File: config.mk
export PLATFORM = sky130hd
export DESIGN_NAME = pmw_cfg_window
export DESIGN_NICKNAME = d
export VERILOG_FILES = /design/src/rtl/pmw_pkg.sv /design/src/rtl/pmw_byte_bank.sv /design/src/rtl/pmw_base_reg.sv /design/src/rtl/pmw_window_dec.sv /design/src/rtl/pmw_cfg_window.sv
export SDC_FILE = /design/constraint.sdc
export NUM_CORES = 2
export LEC_CHECK = 0
export CORE_ASPECT_RATIO = 1.2
export CORE_MARGIN = 2
export CORE_UTILIZATION = 35
export CTS_BUF_LIST = sky130_fd_sc_hd__clkbuf_16
export CTS_CLUSTER_DIAMETER = 60
export DETAILED_ROUTE_END_ITERATION = 6
export SYNTH_ARGS = -nofsm -noshare
export SYNTH_HDL_FRONTEND = slang
export SYNTH_HIERARCHICAL = 1
export SYNTH_SLANG_ARGS = --single-unit
File: constraint.sdc
create_clock -name clk -period 5.5 [get_ports clk]
set_clock_uncertainty 0.2 [all_clocks]
set_input_delay 1.1 -clock clk [delete_from_list [all_inputs] [get_ports clk]]
set_output_delay 1.1 -clock clk [all_outputs]
set_load 0.01 [all_outputs]
File: src/rtl/pmw_pkg.sv
package pmw_pkg;

    // Per-byte write mask for the generic extension bytes.
    // Bytes that belong to a base dword are held elsewhere (mask 0).
    function automatic logic [7:0] byte_keep(
        input int off,
        input int pm_base_off,
        input int aux_base_off,
        input int aux_en_off,
        input logic [7:0] aux_en_keep
    );
        if ((off / 4) == (pm_base_off / 4) || (off / 4) == (aux_base_off / 4))
            return 8'h00;
        if (off == aux_en_off)
            return aux_en_keep;
        return 8'hFF;
    endfunction

    // Mask keeping bits [aw-1:align] of a 32-bit word.
    function automatic logic [31:0] base_mask(input int aw, input int align);
        logic [31:0] m;
        for (int b = 0; b < 32; b++)
            m[b] = (b >= align) && (b < aw);
        return m;
    endfunction

    // Merge a byte-enabled write into an old word.
    function automatic logic [31:0] lane_merge(
        input logic [31:0] old_v,
        input logic [31:0] new_v,
        input logic [3:0]  be
    );
        logic [31:0] r;
        for (int l = 0; l < 4; l++)
            r[8*l +: 8] = be[l] ? new_v[8*l +: 8] : old_v[8*l +: 8];
        return r;
    endfunction

endpackage

File: src/rtl/pmw_byte_bank.sv
module pmw_byte_bank #(
    parameter int CFG_BYTES    = 256,
    parameter int HDR_BYTES    = 64,
    parameter int PM_BASE_OFF  = 'h48,
    parameter int AUX_BASE_OFF = 'h90,
    parameter int AUX_EN_OFF   = 'hD2,
    parameter logic [7:0] AUX_EN_KEEP = 8'h0F,
    localparam int DWW = $clog2(CFG_BYTES) - 2,
    localparam int EXT = CFG_BYTES - HDR_BYTES
) (
    input  logic                 clk,
    input  logic                 rst,
    input  logic                 wr_en,
    input  logic [DWW-1:0]       wr_dw,
    input  logic [3:0]           wr_be,
    input  logic [31:0]          wr_data,
    output logic [EXT-1:0][7:0]  bytes_o
);
    for (genvar i = 0; i < EXT; i++) begin : g_byte
        localparam int OFF  = HDR_BYTES + i;
        localparam int LANE = OFF % 4;
        localparam logic [DWW-1:0] DW = DWW'(OFF / 4);
        localparam logic [7:0] KEEP = pmw_pkg::byte_keep(
            OFF, PM_BASE_OFF, AUX_BASE_OFF, AUX_EN_OFF, AUX_EN_KEEP);
        logic [7:0] q;
        always_ff @(posedge clk) begin
            if (rst)
                q <= 8'h00;
            else if (wr_en && wr_dw == DW && wr_be[LANE])
                q <= wr_data[8*LANE +: 8] & KEEP;
        end
        assign bytes_o[i] = q;
    end
endmodule

File: src/rtl/pmw_base_reg.sv
module pmw_base_reg #(
    parameter int CFG_BYTES = 256,
    parameter int BASE_OFF  = 'h48,
    parameter int IO_AW     = 16,
    parameter int ALIGN     = 7,
    localparam int DWW = $clog2(CFG_BYTES) - 2,
    localparam logic [DWW-1:0] DW = DWW'(BASE_OFF / 4),
    localparam logic [31:0] MASK = pmw_pkg::base_mask(IO_AW, ALIGN)
) (
    input  logic           clk,
    input  logic           rst,
    input  logic           wr_en,
    input  logic [DWW-1:0] wr_dw,
    input  logic [3:0]     wr_be,
    input  logic [31:0]    wr_data,
    output logic [31:0]    base_o
);
    logic [31:0] q;
    logic [31:0] merged;

    assign merged = pmw_pkg::lane_merge(q, wr_data, wr_be);

    always_ff @(posedge clk) begin
        if (rst)
            q <= 32'h0000_0001;
        else if (wr_en && wr_dw == DW && wr_be != 4'b0000)
            q <= (merged & MASK) | 32'h1;
    end

    assign base_o = q;
endmodule

File: src/rtl/pmw_window_dec.sv
module pmw_window_dec #(
    parameter int IO_AW = 16,
    parameter int ALIGN = 7,
    parameter bit NEED_BYTE = 1'b1
) (
    input  logic             req,
    input  logic             is_byte,
    input  logic             enable,
    input  logic [IO_AW-1:0] addr,
    input  logic [IO_AW-1:0] base,
    output logic             hit
);
    logic [IO_AW-1:0] diff;
    logic             size_ok;

    assign diff = (addr ^ base) >> ALIGN;

    if (NEED_BYTE) begin : g_sz
        assign size_ok = is_byte;
    end else begin : g_any
        assign size_ok = 1'b1 | is_byte;
    end

    assign hit = req && enable && size_ok && (diff == '0);
endmodule

File: src/rtl/pmw_cfg_window.sv
module pmw_cfg_window #(
    parameter int CFG_BYTES    = 256,
    parameter int HDR_BYTES    = 64,
    parameter int IO_AW        = 16,
    parameter int PM_BASE_OFF  = 'h48,
    parameter int PM_ALIGN     = 7,
    parameter int PM_EN_OFF    = 'h41,
    parameter int PM_EN_BIT    = 7,
    parameter int AUX_BASE_OFF = 'h90,
    parameter int AUX_ALIGN    = 4,
    parameter int AUX_EN_OFF   = 'hD2,
    parameter int AUX_EN_BIT   = 0,
    parameter logic [7:0] AUX_EN_KEEP = 8'h0F,
    localparam int DWW = $clog2(CFG_BYTES) - 2,
    localparam int EXT = CFG_BYTES - HDR_BYTES
) (
    input  logic             clk,
    input  logic             rst,
    input  logic             cfg_wr_en,
    input  logic [DWW-1:0]   cfg_wr_dw,
    input  logic [3:0]       cfg_wr_be,
    input  logic [31:0]      cfg_wr_data,
    input  logic [DWW-1:0]   cfg_rd_dw,
    output logic [31:0]      cfg_rd_data,
    input  logic             io_req,
    input  logic             io_byte,
    input  logic [IO_AW-1:0] io_addr,
    output logic             pm_hit,
    output logic             aux_hit,
    output logic [7:0]       io_rd_data
);
    localparam logic [DWW-1:0] PM_DW  = DWW'(PM_BASE_OFF / 4);
    localparam logic [DWW-1:0] AUX_DW = DWW'(AUX_BASE_OFF / 4);
    localparam int HDR_DW = HDR_BYTES / 4;

    logic [EXT-1:0][7:0] ext_bytes;
    logic [31:0]         pm_base_q;
    logic [31:0]         aux_base_q;
    logic                pm_en;
    logic                aux_en;
    logic [7:0]          aux_en_byte;

    pmw_byte_bank #(
        .CFG_BYTES(CFG_BYTES), .HDR_BYTES(HDR_BYTES),
        .PM_BASE_OFF(PM_BASE_OFF), .AUX_BASE_OFF(AUX_BASE_OFF),
        .AUX_EN_OFF(AUX_EN_OFF), .AUX_EN_KEEP(AUX_EN_KEEP)
    ) bank_i (
        .clk(clk), .rst(rst), .wr_en(cfg_wr_en), .wr_dw(cfg_wr_dw),
        .wr_be(cfg_wr_be), .wr_data(cfg_wr_data), .bytes_o(ext_bytes)
    );

    pmw_base_reg #(
        .CFG_BYTES(CFG_BYTES), .BASE_OFF(PM_BASE_OFF),
        .IO_AW(IO_AW), .ALIGN(PM_ALIGN)
    ) pm_base_i (
        .clk(clk), .rst(rst), .wr_en(cfg_wr_en), .wr_dw(cfg_wr_dw),
        .wr_be(cfg_wr_be), .wr_data(cfg_wr_data), .base_o(pm_base_q)
    );

    pmw_base_reg #(
        .CFG_BYTES(CFG_BYTES), .BASE_OFF(AUX_BASE_OFF),
        .IO_AW(IO_AW), .ALIGN(AUX_ALIGN)
    ) aux_base_i (
        .clk(clk), .rst(rst), .wr_en(cfg_wr_en), .wr_dw(cfg_wr_dw),
        .wr_be(cfg_wr_be), .wr_data(cfg_wr_data), .base_o(aux_base_q)
    );

    assign pm_en       = ext_bytes[PM_EN_OFF - HDR_BYTES][PM_EN_BIT];
    assign aux_en_byte = ext_bytes[AUX_EN_OFF - HDR_BYTES];
    assign aux_en      = aux_en_byte[AUX_EN_BIT];

    pmw_window_dec #(.IO_AW(IO_AW), .ALIGN(PM_ALIGN), .NEED_BYTE(1'b1)) pm_dec_i (
        .req(io_req), .is_byte(io_byte), .enable(pm_en), .addr(io_addr),
        .base(pm_base_q[IO_AW-1:0]), .hit(pm_hit)
    );

    pmw_window_dec #(.IO_AW(IO_AW), .ALIGN(AUX_ALIGN), .NEED_BYTE(1'b0)) aux_dec_i (
        .req(io_req), .is_byte(io_byte), .enable(aux_en), .addr(io_addr),
        .base(aux_base_q[IO_AW-1:0]), .hit(aux_hit)
    );

    // The power-management window holds no registers of its own here.
    assign io_rd_data = 8'h00;

    always_comb begin
        cfg_rd_data = 32'h0;
        if (cfg_rd_dw == PM_DW) begin
            cfg_rd_data = pm_base_q;
        end else if (cfg_rd_dw == AUX_DW) begin
            cfg_rd_data = aux_base_q;
        end else if (int'(cfg_rd_dw) >= HDR_DW) begin
            for (int l = 0; l < 4; l++)
                cfg_rd_data[8*l +: 8] = ext_bytes[int'(cfg_rd_dw) * 4 + l - HDR_BYTES];
        end
    end
endmodule

==> flow_summary.json <==
{
  "dieArea_um2": 212000,
  "maxSlewViolCount": 0,
  "outcome": "complete, no violations",
  "fin_crit_sh_pct": 99.4,
  "initial_core_util_pct": 35.2,
  "ys_ff_latch": 1489,
  "htree_levels": 4,
  "period_minus_slack_ps": 5470,
  "relSlewSlack_pct": 15.2,
  "slowest_stage": "a2111oi_2",
  "setup.worst_path.end_class": "output pin",
  "min_path_type": "reg2reg",
  "dr.pass1.iters": 5,
  "post_drt_wl_per_cell_um": 22.8,
  "syn_area_um2": 72900,
  "critPathLaunchType": "input pin",
  "vias_per_cell": 5.14,
  "grt_usage_pct": 19.9,
  "multi_input_area_um2": 40500,
  "syn_inst": 6443,
  "drv_cap": 0,
  "fp.dieW_um": 421,
  "max_stage_delay_ps": 560,
  "clockBufferDepth": 3,
  "globalRouteOverflowTotal": 0,
  "numPortBuffers": 98,
  "place_congestion": 0.912,
  "stdcell_count": 9400,
  "clock_latency_ps": 800,
  "synth_flop_cell": "dfxtp_1",
  "power_density_nw_per_um2": 274,
  "layout.nets": 6577,
  "crit_type": "in2out",
  "setup_viol_count_final": 0,
  "synth_enable_flop_cells": 0,
  "numCtsBuffers": 149,
  "wirelength_mm": 215,
  "crit_arrival_ps": 4170,
  "syn_to_final_growth_pct": 14.2,
  "ios": 111,
  "cts.sinks": 1489,
  "drt-initial-drc-count": 2801,
  "rows": 183,
  "max_freq_mhz": 183,
  "critical_path.max_fanout": 4,
  "cts_tree": "yes",
  "required_ps": 4200,
  "dpl_cell_area_um2": 78000,
  "whs_path_depth": 2,
  "num-fill-cells": 19700,
  "core_area_um2": 207000,
  "hpwl_mm": 145,
  "final_layout_size_suffix_gt1_share_pct": 18.0,
  "leakage_nw": 39.6,
  "final_antenna_net_count": 0,
  "finalHoldViolCount": 0,
  "path_clk_slew_ps": 70,
  "cp_common_cell": "buf_4",
  "synthArstFlopShare_pct": 0,
  "grt_first_pass_wirelength_mm": 323,
  "holdWs_ps": 272,
  "drc_errors": 0,
  "fin_setup_tns_ps": 0,
  "grt_max_degree": 193,
  "ir_worst_vdd_v": 0.000254,
  "register_area_um2": 29800,
  "first_global_vias": 49900,
  "finalPower_mw": 22.8,
  "ys.warnings.count": 6,
  "yosysSeqAreaShare_pct": 40.9,
  "worst_pin_slew_ps": 1270,
  "rr_worst_depth": 3,
  "fp.dieH_um": 504,
  "root_buffer": "clkbuf_16",
  "syn_area_per_cell_um2": 11.3,
  "fin_area_um2": 83200,
  "antenna_found_initial": 6,
  "ys_types": 65,
  "crit_chain": "clkdlybuf4s50_1 -> buf_4 -> inv_1 -> ha_1 -> and4bb_1 -> nand2b_1 -> buf_4 -> nor2b_1 -> a2111oi_2 -> o32ai_1 -> buf_4 -> clkdlybuf4s50_1",
  "dp.cells": 9122,
  "vias": 48300
}
==> worst paths after layout <==
check	from	endpoint	slack, ps
max reg2reg	pm_base_i/base_o[7]$_SDFFE_PP0P_	pm_base_i/base_o[7]$_SDFFE_PP0P_	4190
min	bank_i/g_byte[40].q[6]$_SDFFE_PP0P_	bank_i/g_byte[40].q[6]$_SDFFE_PP0P_	270
max	cfg_rd_dw[5]	cfg_rd_data[25]	30
min reg2reg	bank_i/g_byte[40].q[6]$_SDFFE_PP0P_	bank_i/g_byte[40].q[6]$_SDFFE_PP0P_	270
==> cells in the mapped netlist (all sizes together), types with 2 or more instances <==
cell type / instances / area (um^2)
a2111oi: 84 / 787
a21o: 13 / 97.6
a21oi: 18 / 90.1
a22o: 73 / 639
a22oi: 18 / 135
and2: 7 / 43.8
and3: 25 / 156
and4: 5 / 43.8
and4b: 13 / 130
and4bb: 6 / 75.1
buf: 294 / 2090
clkbuf: 378 / 1420
conb: 6 / 22.5
dfxtp: 1489 / 29800
ha: 3 / 37.5
inv: 13 / 48.8
mux2: 15 / 169
mux2i: 1643 / 16400
mux4: 301 / 6780
nand2: 209 / 2250
nand2b: 1526 / 9550
nand3: 22 / 110
nand4: 22 / 138
nand4bb: 3 / 66.3
nor2: 36 / 151
nor2b: 21 / 131
nor3: 12 / 70.1
nor4: 2 / 33.8
nor4b: 7 / 104
nor4bb: 2 / 20.0
o21ai: 52 / 260
o22ai: 59 / 369
o32ai: 32 / 280
xnor2: 21 / 184
==> worst max-delay path: cells and delay by family <==
family	cells	cell delay (ps)
buffers and inverters	6	1570
AND/OR/NAND/NOR	3	430
AO/OA/AOI/OAI	2	760
adder cells (fa/ha/maj)	1	290
==> power breakdown <==
part	switching [mW]	internal [mW]	leakage, nW	total [mW]
clock	4.51	5.71	2.45	10.2
combinational	1.03	0.691	25.1	1.72
sequential	0.0126	10.8	12.0	10.8
total	5.56	17.2	39.6	22.8
==> sequential cells by signal, indices dropped and copies added (netlist names) <==
name and flops:
aux_base_i/base_o 12, pm_base_i/base_o 9, bank_i/g_byte.q 1468
==> routing by layer <==
metal | share of wire, % | global-route usage (%)
met1 | 43 | 25.3
met3 | 3.3 | 2.26
met2 | 49 | 34.0
met4 | 4.3 | 8.49
met5 | 0 | 0
==> layout make-up <==
class | instances | share of cell area [%]
well taps | 2775 | 4.17
clock buffers | 155 | 4.66
inverters | 13 | 0.0586
clock inverters | 112 | 1.06
multi-input cells | 4381 | 48.7
flip-flops and latches | 1489 | 35.8
diodes | 4 | 0.0120
repair buffers | 471 | 5.54
==> cell families (layout without fill, tap and decap cells) <==
kind of cell,count (synthesis),in the layout,synth area share (%)
compound gates,357,357,3.75
buf+inv,686,751,4.90
simple gates,1922,1922,18.0
flops,1489,1489,40.9
mux,1959,1959,32.1
fa+ha+maj,3,3,0.0515
other cells,6,123,0.0309
xor+xnor,21,21,0.252
==> cell usage in the layout, fill, tap and decap left out, drive strengths merged, types with 12 or more instances in the layout <==
master         instances
inv                   49
o21ai                 52
clkinv                61
nand3                 22
clkdlybuf4s50         73
mux2                  15
and4b                 13
a21o                  13
o32ai                 32
nand2                209
a2111oi               84
a21oi                 18
buf                  380
xnor2                 21
nand2b              1526
a22oi                 18
a22o                  73
dlygate4sd2           12
nor3                  12
nor2                  36
bufinv                13
nand4                 22
conb                 119
mux4                 301
and3                  25
mux2i               1643
nor2b                 21
dfxtp               1489
o22ai                 59
clkbuf               157
==> what timing repair did <==
action | CTS | global route
setup endpoints to repair | 32 | 21
resized for setup | 74 | 41
pin swaps | 3 | 5
hold endpoints to repair | 0 | 0
hold buffers | 0 | 0
buffers inserted | 4 | 3
==> stage by stage <==
step	utilization, %	worst slack (ps)
6_report	40.2	32.5
4_1_cts	40.1	-67.5
5_1_grt	40.2	-32.3
3_3_place_gp	37.7	-658
2_1_floorplan	-	902
3_5_place_dp	37.7	-604
Power figures use the tool's default switching activity.
